**src/rtl/thr_pkg.sv**
```systemverilog
package thr_pkg;
    localparam int BYTE_W = 8;
    localparam int CNT_W  = 2 * BYTE_W;
    localparam int MODE_W = 3;

    typedef enum logic [1:0] {
        FMT_LATCH = 2'b00,
        FMT_LO    = 2'b01,
        FMT_HI    = 2'b10,
        FMT_LOHI  = 2'b11
    } fmt_e;

    typedef struct packed {
        logic ctl;
        logic latch;
        logic rb_cnt;
        logic rb_st;
        logic wr;
        logic rd;
    } chan_cmd_t;

    typedef struct packed {
        logic [MODE_W-1:0] mode;
        logic              bcd;
        fmt_e              fmt;
        logic [CNT_W-1:0]  init;
        logic              load;
        logic              wr_hi;
        logic              rd_hi;
        logic              cnt_lat;
        logic [CNT_W-1:0]  cnt_val;
        logic              st_lat;
        logic [BYTE_W-1:0] st_val;
    } chan_state_t;
endpackage

```
**src/rtl/thr_cmd_decode.sv**
```systemverilog
module thr_cmd_decode
    import thr_pkg::*;
#(
    parameter int NCH = 3,
    parameter int AW  = 2
) (
    input  logic [AW-1:0]         bus_addr,
    input  logic                  bus_wr,
    input  logic                  bus_rd,
    input  logic [BYTE_W-1:1]     cmd_bits,
    output chan_cmd_t [NCH-1:0]   cmd
);
    localparam logic [AW-1:0] CTL_ADDR = AW'(NCH);

    logic ctl_port;
    logic is_rb;

    always_comb begin
        ctl_port = bus_wr && (bus_addr == CTL_ADDR);
        is_rb    = (cmd_bits[7:6] == 2'b11);
    end

    for (genvar i = 0; i < NCH; i++) begin : g_dec
        logic sel;
        always_comb begin
            sel             = (cmd_bits[7:6] == 2'(i));
            cmd[i].ctl      = ctl_port && !is_rb && sel && (cmd_bits[5:4] != 2'b00);
            cmd[i].latch    = ctl_port && !is_rb && sel && (cmd_bits[5:4] == 2'b00);
            cmd[i].rb_cnt   = ctl_port && is_rb && cmd_bits[1+i] && !cmd_bits[5];
            cmd[i].rb_st    = ctl_port && is_rb && cmd_bits[1+i] && !cmd_bits[4];
            cmd[i].wr       = bus_wr && (bus_addr == AW'(i));
            cmd[i].rd       = bus_rd && !bus_wr && (bus_addr == AW'(i));
        end
    end
endmodule

```
**src/rtl/thr_channel.sv**
```systemverilog
module thr_channel
    import thr_pkg::*;
(
    input  logic               clk,
    input  logic               rst_n,
    input  chan_cmd_t          cmd,
    input  logic [BYTE_W-1:0]  wdata,
    input  logic [CNT_W-1:0]   live_cnt,
    input  logic               live_out,
    input  logic               live_null,
    output logic [MODE_W-1:0]  mode,
    output logic               bcd,
    output logic [CNT_W-1:0]   init,
    output logic               load,
    output logic [BYTE_W-1:0]  rd_byte
);
    chan_state_t s_d, s_q;
    logic [CNT_W-1:0] src_d;
    logic             rd_done_d;

    // read byte selection: status has priority over count
    always_comb begin
        src_d = s_q.cnt_lat ? s_q.cnt_val : live_cnt;
        if (s_q.st_lat) begin
            rd_byte = s_q.st_val;
        end else begin
            unique case (s_q.fmt)
                FMT_HI:   rd_byte = src_d[CNT_W-1:BYTE_W];
                FMT_LOHI: rd_byte = s_q.rd_hi ? src_d[CNT_W-1:BYTE_W] : src_d[BYTE_W-1:0];
                default:  rd_byte = src_d[BYTE_W-1:0];
            endcase
        end
    end

    always_comb begin
        s_d       = s_q;
        s_d.load  = 1'b0;
        rd_done_d = 1'b0;

        if (cmd.ctl) begin
            s_d.mode    = wdata[3:1];
            s_d.bcd     = wdata[0];
            s_d.fmt     = fmt_e'(wdata[5:4]);
            s_d.wr_hi   = 1'b0;
            s_d.rd_hi   = 1'b0;
            s_d.cnt_lat = 1'b0;
            s_d.st_lat  = 1'b0;
        end

        if ((cmd.latch || cmd.rb_cnt) && !s_q.cnt_lat) begin
            s_d.cnt_lat = 1'b1;
            s_d.cnt_val = live_cnt;
        end

        if (cmd.rb_st && !s_q.st_lat) begin
            s_d.st_lat = 1'b1;
            s_d.st_val = {live_out, live_null, s_q.fmt, s_q.mode, s_q.bcd};
        end

        if (cmd.wr) begin
            unique case (s_q.fmt)
                FMT_LO: begin
                    s_d.init = {{BYTE_W{1'b0}}, wdata};
                    s_d.load = 1'b1;
                end
                FMT_HI: begin
                    s_d.init = {wdata, {BYTE_W{1'b0}}};
                    s_d.load = 1'b1;
                end
                FMT_LOHI: begin
                    if (s_q.wr_hi) begin
                        s_d.init[CNT_W-1:BYTE_W] = wdata;
                        s_d.wr_hi                = 1'b0;
                        s_d.load                 = 1'b1;
                    end else begin
                        s_d.init[BYTE_W-1:0] = wdata;
                        s_d.wr_hi            = 1'b1;
                    end
                end
                default: ;
            endcase
        end

        if (cmd.rd) begin
            if (s_q.st_lat) begin
                s_d.st_lat = 1'b0;
            end else begin
                if (s_q.fmt == FMT_LOHI) begin
                    s_d.rd_hi = !s_q.rd_hi;
                    rd_done_d = s_q.rd_hi;
                end else begin
                    rd_done_d = 1'b1;
                end
                if (rd_done_d) s_d.cnt_lat = 1'b0;
            end
        end
    end

    always_ff @(posedge clk or negedge rst_n) begin
        if (!rst_n) begin
            s_q <= '{mode: '0, bcd: 1'b0, fmt: FMT_LO, init: '0, load: 1'b0,
                     wr_hi: 1'b0, rd_hi: 1'b0, cnt_lat: 1'b0, cnt_val: '0,
                     st_lat: 1'b0, st_val: '0};
        end else begin
            s_q <= s_d;
        end
    end

    assign mode = s_q.mode;
    assign bcd  = s_q.bcd;
    assign init = s_q.init;
    assign load = s_q.load;
endmodule

```
**src/rtl/thr_read_mux.sv**
```systemverilog
module thr_read_mux
    import thr_pkg::*;
#(
    parameter int NCH = 3,
    parameter int AW  = 2
) (
    input  logic [AW-1:0]                bus_addr,
    input  logic [NCH-1:0][BYTE_W-1:0]   chan_bytes,
    output logic [BYTE_W-1:0]            rdata
);
    always_comb begin
        rdata = '0;
        for (int i = 0; i < NCH; i++) begin
            if (bus_addr == AW'(i)) rdata = chan_bytes[i];
        end
    end
endmodule

```
**src/rtl/timer_host_regs.sv**
```systemverilog
module timer_host_regs
    import thr_pkg::*;
#(
    parameter int NCH = 3,
    localparam int AW = $clog2(NCH + 1)
) (
    input  logic                    clk,
    input  logic                    rst_n,
    input  logic [AW-1:0]           bus_addr,
    input  logic                    bus_wr,
    input  logic                    bus_rd,
    input  logic [BYTE_W-1:0]       bus_wdata,
    output logic [BYTE_W-1:0]       bus_rdata,
    output logic [MODE_W*NCH-1:0]   chan_mode,
    output logic [NCH-1:0]          chan_bcd,
    output logic [CNT_W*NCH-1:0]    chan_init,
    output logic [NCH-1:0]          chan_load,
    input  logic [CNT_W*NCH-1:0]    chan_count,
    input  logic [NCH-1:0]          chan_out,
    input  logic [NCH-1:0]          chan_null
);
    chan_cmd_t [NCH-1:0]         cmd;
    logic [NCH-1:0][BYTE_W-1:0]  chan_bytes;

    thr_cmd_decode #(.NCH(NCH), .AW(AW)) u_dec (
        .bus_addr (bus_addr),
        .bus_wr   (bus_wr),
        .bus_rd   (bus_rd),
        .cmd_bits (bus_wdata[BYTE_W-1:1]),
        .cmd      (cmd)
    );

    for (genvar i = 0; i < NCH; i++) begin : g_ch
        thr_channel u_ch (
            .clk       (clk),
            .rst_n     (rst_n),
            .cmd       (cmd[i]),
            .wdata     (bus_wdata),
            .live_cnt  (chan_count[i*CNT_W +: CNT_W]),
            .live_out  (chan_out[i]),
            .live_null (chan_null[i]),
            .mode      (chan_mode[i*MODE_W +: MODE_W]),
            .bcd       (chan_bcd[i]),
            .init      (chan_init[i*CNT_W +: CNT_W]),
            .load      (chan_load[i]),
            .rd_byte   (chan_bytes[i])
        );
    end

    thr_read_mux #(.NCH(NCH), .AW(AW)) u_mux (
        .bus_addr   (bus_addr),
        .chan_bytes (chan_bytes),
        .rdata      (bus_rdata)
    );
endmodule

```
**config.mk**
```make
export PLATFORM = sky130hd
export DESIGN_NAME = timer_host_regs
export DESIGN_NICKNAME = d
export VERILOG_FILES = /design/src/rtl/thr_pkg.sv /design/src/rtl/thr_cmd_decode.sv /design/src/rtl/thr_channel.sv /design/src/rtl/thr_read_mux.sv /design/src/rtl/timer_host_regs.sv
export SDC_FILE = /design/constraint.sdc
export NUM_CORES = 1
export LEC_CHECK = 0
export ABC_AREA = 1
export CAP_MARGIN = 20
export CORE_ASPECT_RATIO = 0.6
export CORE_MARGIN = 5
export CORE_UTILIZATION = 50
export DETAILED_ROUTE_END_ITERATION = 8
export DONT_BUFFER_PORTS = 1
export PLACE_DENSITY_LB_ADDON = 0.3
export SLEW_MARGIN = 10
export SYNTH_ARGS = -nofsm -noshare
export SYNTH_HDL_FRONTEND = slang
export SYNTH_HIERARCHICAL = 1
export SYNTH_SLANG_ARGS = --single-unit
```
**constraint.sdc**
```tcl
create_clock -name clk -period 1.2 [get_ports clk]
set_input_delay 0.06 -clock clk [delete_from_list [all_inputs] [get_ports clk]]
set_output_delay 0.06 -clock clk [all_outputs]
set_load 0.01 [all_outputs]
```
=== Yosys cells after proc, flatten, opt, wreduce, memory -nomap -nowiden ===
Cells that the tools add are included.

* Equality and inequality tests: 21
* Multiplexer cells: 75
* Reductions and logical operators: 63

{| class="wikitable"
|+ Operators by type and width
! kind !! number
|-
| $pmux W17 S3 || 3
|-
| $mux W8 || 15
|-
| $mux W17 || 3
|-
| $mux W16 || 3
|-
| $pmux W8 S2 || 3
|-
| $logic_and A1 B1 Y1 || 34
|-
| $mux W1 || 33
|-
| $mux W9 || 3
|-
| $eq A2 B2 Y1 const B || 10
|-
| $mux W2 || 9
|-
| $reduce_and A3 Y1 || 6
|-
| $logic_not A1 Y1 || 13
|-
| $eq A2 B1 Y1 const B || 5
|-
| $mux W3 || 3
|-
| $reduce_bool A3 Y1 || 3
|-
| $logic_not A2 Y1 || 3
|-
| $ne A2 B1 Y1 const B || 3
|-
| $ne A2 B2 Y1 const B || 3
|-
| $logic_or A1 B1 Y1 || 3
|-
| $reduce_bool A2 Y1 || 1
|}

* Register bits after elaboration: 153
* Input bits: 68
* Output and inout bits: 71
* Logic and storage cells: 195

=== Longest topological paths before layout ===
Gate-level depths: netlist of run 1.

* Depth after elaboration: 11
* Depth in mapped cells: 10
* Mapped depth without buffers: 8

=== By module ===
The synthesis of run 1 kept the hierarchy.

{| class="wikitable"
|+ By module, submodules not included
! module !! instances !! cells an instance !! area each (sq um) !! sequential area each (sq um)
|-
| thr_channel || 3 || 351 || 2596.2 || 1277.5
|-
| thr_read_mux || 1 || 37 || 187.7 || 0.0
|-
| thr_cmd_decode || 1 || 36 || 162.7 || 0.0
|}

=== Worst setup path before layout of run 1 ===
No wires, ideal clock.

* Path type: reg-to-output
* Start: reg g_ch[1].u_ch/s_q[45] in the netlist's numbering
* End: out bus_rdata[0]
* Arrival: 1.301 ns
* Required time: 1.140 ns
* Setup slack: -0.161 ns
* Cell stages (with the launch flop): 9
* Buffers on the path: 1
* Cells stage by stage: dfstp_2 buf_2 nand2_1 nand2_1 nand2_1 nand3_1 nand2_1 nand3_1 nand3_1

{| class="wikitable"
|+ RTL lines
! item !! RTL line !! source
|-
| start: declaration || thr_channel.sv:17 || <nowiki>chan_state_t s_d, s_q;</nowiki>
|-
| start signal: assignment || thr_channel.sv:101 || <nowiki>s_q <= '{mode: '0, bcd: 1'b0, fmt: FMT_LO, init: '0, load: 1'b0,</nowiki>
|-
| end: declaration || timer_host_regs.sv:13 || <nowiki>output logic [BYTE_W-1:0] bus_rdata,</nowiki>
|}

==> results of run 1 <==
==> area by class of cell <==
class | instances | area [um2]
fillers | 1223 | 5050
multi-input cells | 731 | 4110
flip-flops and latches | 153 | 3840
repair buffers | 153 | 1640
inverters | 146 | 572
clock buffers | 17 | 425
well taps | 209 | 262
clock inverters | 15 | 170
repair inverters | 2 | 13.8
==> report_power, final <==
part	total, W	leakage, nW	internal, W	switching (W)
Combinational	0.00656	3.33	0.00281	0.00374
Clock	0.00541	0.281	0.00281	0.00260
Sequential	0.00802	1.96	0.00651	0.00151
Total	0.0200	5.57	0.0121	0.00786
==> repair_timing <==
item / CTS / global route
setup endpoints to repair: 82 / 141
gates resized for setup: 113 / 184
cloned: 7 / 7
pin swaps: 48 / 49
setup buffers: 20 / 9
endpoints found under the hold margin: 281 / 153
==> per-stage QoR <==
step / utilization [%] / std cells / power, W / worst slack (ps) / hold WS [ps]
global route: 68.6 / 1426 / 0.0211 / -650 / -695
global placement: 52.0 / 1294 / 0.0122 / -225 / -230
finish: 68.6 / 1426 / 0.0200 / -590 / -668
floorplan: - / 1126 / 0.0117 / -46.7 / -236
CTS: 64.2 / 1417 / 0.0189 / -603 / -686
detailed placement: 52.0 / 1294 / 0.0123 / -236 / -231
==> per-layer routing <==
metal / track usage, % / vias up
li1: - / 3588
met1: 38.3 / 3655
met2: 36.4 / 332
met3: 8.87 / 35
met4: 5.21 / 0
met5: 0 / -
==> registers in the layout, summed over array words and instances, names as in the netlist <==
| name | count |
|---|---|
| g_ch.u_ch/mode | 9 |
| g_ch.u_ch/init | 48 |
| g_ch.u_ch/bcd | 3 |
| g_ch.u_ch/s_q | 90 |
| g_ch.u_ch/load | 3 |
==> worst paths after layout <==
check / start / to / cells after the start
setup / recovery: g_ch[1].u_ch/s_q[25] / bus_rdata[4] / 8
hold / removal: rst_n / g_ch[2].u_ch/s_q[12] / 0
setup reg to reg: g_ch[0].u_ch/s_q[45] / g_ch[0].u_ch/init[3] / 7
hold reg to reg: g_ch[0].u_ch/s_q[6] / g_ch[0].u_ch/s_q[6] / 2
max in group asynchronous: rst_n / g_ch[1].u_ch/s_q[45] / 0
min in group clk: bus_addr[1] / g_ch[1].u_ch/s_q[27] / 4
==> cell usage after synthesis <==
cell	n	area [um2]
a21oi_1	6	30.0
a21oi_2	3	26.3
buf_2	24	120
buf_4	64	480
buf_6	4	45.0
clkbuf_1	9	33.8
dfrtp_1	150	3750
dfstp_2	3	78.8
inv_1	138	518
inv_2	8	30.0
nand2_1	422	1580
nand2_2	7	43.8
nand3_1	59	295
nand3_2	1	10.0
nor2_1	75	282
nor2_4	2	22.5
nor3_1	4	20.0
o21ai_0	87	435
o21ai_1	48	240
o21ai_2	3	26.3
o22ai_1	3	18.8
o31ai_1	6	45.0
==> cell families after synthesis <==
kind of cell	after synthesis	share of synthesized area, %
and+or+nand+nor	570	27.7
buffers and inverters	247	15.1
AOI/OAI and AO/OA	156	10.1
DFF	153	47.1
==> summary.md, run 1 <==
| Metric | Value |
|---|---|
| Outcome | finished, violations left |
| Failing checks | negative hold slack, negative setup slack |
| CTS Hold Buffers Added | 65 |
| CP Capture Type | primary output |
| Clock transition at path regs | 70 ps |
| Routability cong. | 0.869 |
| Most frequent cells in the layout | nand2_1 (337), dfrtp_1 (145), inv_1 (131), o21ai_0 (68), nand2_2 (67) |
| Longest Clk Path Bufs | 2 |
| CTS tree | built |
| First-pass GRT wire length | 38200 um |
| Initial antenna violation count | 0 |
| Highest metal layer with signal wires | met4 |
| DR WL met3 | 2550 um |
| Setup TNS | -18020 ps |
| Crit path max fanout | 9 |
| Antenna viol nets, final | 0 |
| Sequential share of the synthesized area | 47.1% |
| Setup-failing EPs final | 86 |
| WL met2 | 11200 um |
| Synthesized area | 0.00814 mm2 |
| Syn Area/Cell | 7.23 um2 |
| Layout cells sized above 1 | 27.8% |
| Worst Path Required | 1140 ps |
| FMAX | 559 MHz |
| Clk_lat worst skew | 430 ps |
| H-tree depth | 4 |
| Critical path's top delay family | simple AND/OR/NAND/NOR gates |
| Number of port buffers | 0 |
| Synth unique cells | 22 |
| Drt wl/cell | 18.0 um |
| Worst min path class | input pin to async pin |
| Met1 wire length | 11700 um |
| Fin crit share | 149% |
| Full die area | 0.0190 mm2 |
| Die width | 175 um |
| IO Count | 139 |
| Crit Path Class | register to primary output |
| Core area | 0.0161 mm2 |
| Cell area after layout | 0.0110 mm2 |
| Measured slew at the worst slew-check pin | 836 ps |
| Pins Over Slew Limit | 0 |
| Vias in the first global route | 7022 |
| Setup slack after layout | -590 ps |
| Grt total ovfl | 0 |
| Placed cell areas | 0.00836 mm2 |
| Die Height | 109 um |
| Skew final | 22.3 ps |
| Crit path buf inv count | 1 |
| CP max stage delay | 480 ps |
| Most common cell after layout, fill and taps aside | nand2_1 |
| Global-route usage over all layers | 25.7% |
| Number of diodes | 0 |
| Layout area overhead | 35.5% |
| TritonCTS Sinks | 153 |
| Max Cap Viol | 0 |
| Final wirelength | 25700 um |
| DR pass1 iterations | 7 |
| WHS | -668 ps |
| Syn_nets | 1194 |
| Final HPWL DP | 15100 um |
| Detailed router's first-iteration violation count | 805 |
| Slowest CP cell | dfrtp_2 |
| Largest net degree at the start of global routing | 154 |
| TritonCTS Buffers | 17 |
| Period minus WS final | 1790 ps |
| #FFs+latches synth | 153 |
| Cell count after synthesis | 1126 |
| Row cnt | 36 |
| RSZ-0062 raised after global routing | true |
| Starting Density | 50.6% |
| Worst reg2reg setup slack | -270 ps |
| Fin nets | 1272 |
| # DRC | 0 |
| Hold Violations, Final | 153 |
| PD cells | 1810 mW/mm2 |
| Ys Warns | 6 |
| CTS root buffer | clkbuf_16 |
| Via count | 7610 |
| Lkg Pwr | 5.57 nW |
| Vias per Instance | 5.34 |
| Critical-path cell list | buf_6 -> nand2_1 -> nand2_2 -> nand2_4 -> nand3_2 -> nand2_2 -> nand3_4 -> nand3_4 |
| Crit path launch type | register |
| Max-slew headroom | 44.3% |
| Max VDD drop | 1.26 mV |
| Crit path arrival time | 1730 ps |
(Power assumes the default switching activity.)
==> run 2: changes to the inputs <==
--- a/config.mk
+++ b/config.mk
@@ -10,9 +10,11 @@
 export CORE_ASPECT_RATIO = 0.6
 export CORE_MARGIN = 5
 export CORE_UTILIZATION = 50
+export CTS_CLUSTER_SIZE = 16
 export DETAILED_ROUTE_END_ITERATION = 8
 export DONT_BUFFER_PORTS = 1
 export PLACE_DENSITY_LB_ADDON = 0.3
+export SKIP_LAST_GASP = 1
 export SLEW_MARGIN = 10
 export SYNTH_ARGS = -nofsm -noshare
 export SYNTH_HDL_FRONTEND = slang
==> summary.md, run 2 (same netlist as run 1, synthesis figures left out) <==
| Metric | Value |
|---|---|
| Worst Path Required | 1140 ps (about the same) |
| WL met2 | 10900 um (-2.6%) |
| Biggest register | g_ch.u_ch/s_q |
| Highest metal layer with signal wires | met4 |
| Longest Clk Path Bufs | 2 (unchanged) |
| Crit path arrival time | 1730 ps (about the same) |
| Number of port buffers | 0 (unchanged) |
| Met1 wire length | 11800 um (+0.92%) |
| # DRC | 0 (unchanged) |
| Row cnt | 36 (unchanged) |
| TritonCTS Buffers | 17 (unchanged) |
| Outcome | finished, violations left |
| Final Core Density | 68.0% (-0.62 points) |
| Vias in the first global route | 6944 (-1.1%) |
| Skew final | 15.9 ps (-6.41 ps) |
| Final wirelength | 25700 um (about the same) |
| RSZ-0062 raised after global routing | true |
| CP max stage delay | 590 ps (+110 ps) |
| FMAX | 559 MHz (about the same) |
| Crit path max fanout | 8 (-1) |
| Failing checks | negative hold slack, negative setup slack |
| Worst reg2reg setup slack | -270 ps (about the same) |
| CTS tree | built |
| Measured slew at the worst slew-check pin | 868 ps (+32.7 ps) |
| Layout cells sized above 1 | 26.2% (-1.6 points) |
| Clk_lat worst skew | 430 ps (about the same) |
| Max Cap Viol | 0 (unchanged) |
| Crit Path Class | register to primary output |
| Global-route usage over all layers | 25.7% (-0.040 points) |
| Most frequent cells in the layout | nand2_1 (347), dfrtp_1 (145), inv_1 (133), o21ai_0 (70), dlygate4sd3_1 (63) |
| Full die area | 0.0190 mm2 (unchanged) |
| Vias per Instance | 5.31 (-0.58%) |
| Setup TNS | -17860 ps (+158 ps) |
| Largest net degree at the start of global routing | 154 (unchanged) |
| IO Count | 139 (unchanged) |
| Routability cong. | 0.869 (unchanged) |
| WHS | -679 ps (-10.5 ps) |
| Final HPWL DP | 15100 um (unchanged) |
| Starting Density | 50.6% (unchanged) |
| TritonCTS Sinks | 153 (unchanged) |
| Setup slack after layout | -589 ps (+0.327 ps) |
| Setup-failing EPs final | 90 (+4.7%) |
| Pins Over Slew Limit | 0 (unchanged) |
| Fin crit share | 149% (about the same) |
| Period minus WS final | 1790 ps (-0.327 ps) |
| Slowest CP cell | dfstp_2 |
| Grt total ovfl | 0 (unchanged) |
| Die Height | 109 um (unchanged) |
| Place WS | -236 ps (unchanged) |
| Critical-path cell list | buf_12 -> nand2_4 -> nand2_8 -> nand2_2 -> nand3_2 -> nand2_2 -> nand3_4 -> nand3_4 |
| Detailed router's first-iteration violation count | 808 (+0.37%) |
| Clock transition at path regs | 70 ps (about the same) |
| Max VDD drop | 1.09 mV (-13%) |
| Lkg Pwr | 5.55 nW (-0.47%) |
| CTS Hold Buffers Added | 65 (unchanged) |
| DR WL met3 | 2630 um (+3.4%) |
| Max-slew headroom | 42.1% (-2.2 points) |
| First-pass GRT wire length | 38100 um (-0.40%) |
| Hold Violations, Final | 153 (unchanged) |
| H-tree depth | 4 (unchanged) |
| PD cells | 1820 mW/mm2 (+0.28%) |
| Core area | 0.0161 mm2 (unchanged) |
| Number of diodes | 0 (unchanged) |
| Max reg flops | 90 (unchanged) |
| Worst min path class | input pin to async pin |
| Layout area overhead | 34.3% |
| Most common cell after layout, fill and taps aside | nand2_1 |
| CP Capture Type | primary output |
| Crit path launch type | register |
| Initial antenna violation count | 0 (unchanged) |
| CTS root buffer | clkbuf_16 |
| DR pass1 iterations | 6 (-1) |
| Fin nets | 1270 (-0.16%) |
| Antenna viol nets, final | 0 (unchanged) |
| Via count | 7555 (-0.72%) |
| Drt wl/cell | 18.0 um (+0.10%) |
| Die width | 175 um (unchanged) |
run 2: cell types whose count changed in the layout (fill, tap and decap cells not counted), sizes merged:
cell	before	now
buf	85	83
dlymetal6s4s	1	2
dlymetal6s2s	1	0
run 2: area by class of cell:
cell class | count | area, um2
clock buffer | 17 | 425
clock inverter | 15 | 170
fill | 1233 | 5150
inverter | 146 | 569
multi-input combinational | 731 | 4030
sequential | 153 | 3840
tap | 209 | 262
timing repair buffer | 151 | 1620
timing repair inverter | 2 | 13.8
run 2: timing repair:
action	in CTS	in global routing
setup buffers	20	6
gates resized for setup	103	165
pin swaps	47	48
cloned	7	7
hold endpoints to repair	281	153
endpoints found under the setup margin	82	141
run 2: final timing paths:
path	start	end	cells after the start
hold / removal	rst_n	g_ch[2].u_ch/s_q[12]	0
hold reg to reg	g_ch[2].u_ch/s_q[7]	g_ch[2].u_ch/s_q[7]	2
setup / recovery	g_ch[1].u_ch/s_q[45]	bus_rdata[5]	8
setup reg to reg	g_ch[2].u_ch/s_q[45]	g_ch[2].u_ch/init[0]	7
max in group asynchronous	rst_n	g_ch[0].u_ch/s_q[45]	0
min in group clk	bus_addr[1]	g_ch[1].u_ch/s_q[27]	4
run 2: through the flow:
stage	power, W	std cells	instance area [um2]
global route	0.0210	1424	10900
floorplan	0.0117	1126	8250
global placement	0.0122	1294	8360
detailed placement	0.0123	1294	8360
finish	0.0199	1424	10900
CTS	0.0188	1417	10300
run 2: report_power, final:
part / total [W] / switching [W] / internal (W)
Combinational: 0.00646 / 0.00371 / 0.00275
Sequential: 0.00801 / 0.00150 / 0.00651
Clock: 0.00540 / 0.00259 / 0.00280
run 2: metal layers:
metal | GRT usage [%] | vias up
met5 | 0 | -
met4 | 4.99 | 0
met3 | 8.00 | 36
met2 | 36.5 | 337
met1 | 38.8 | 3608
li1 | - | 3574
run 2: critical path: cells and delay by family (launching register included):
kind                   cells  cell delay [ps]
buffers and inverters      1              110
flip-flops                 1              590
AND/OR/NAND/NOR            7              590
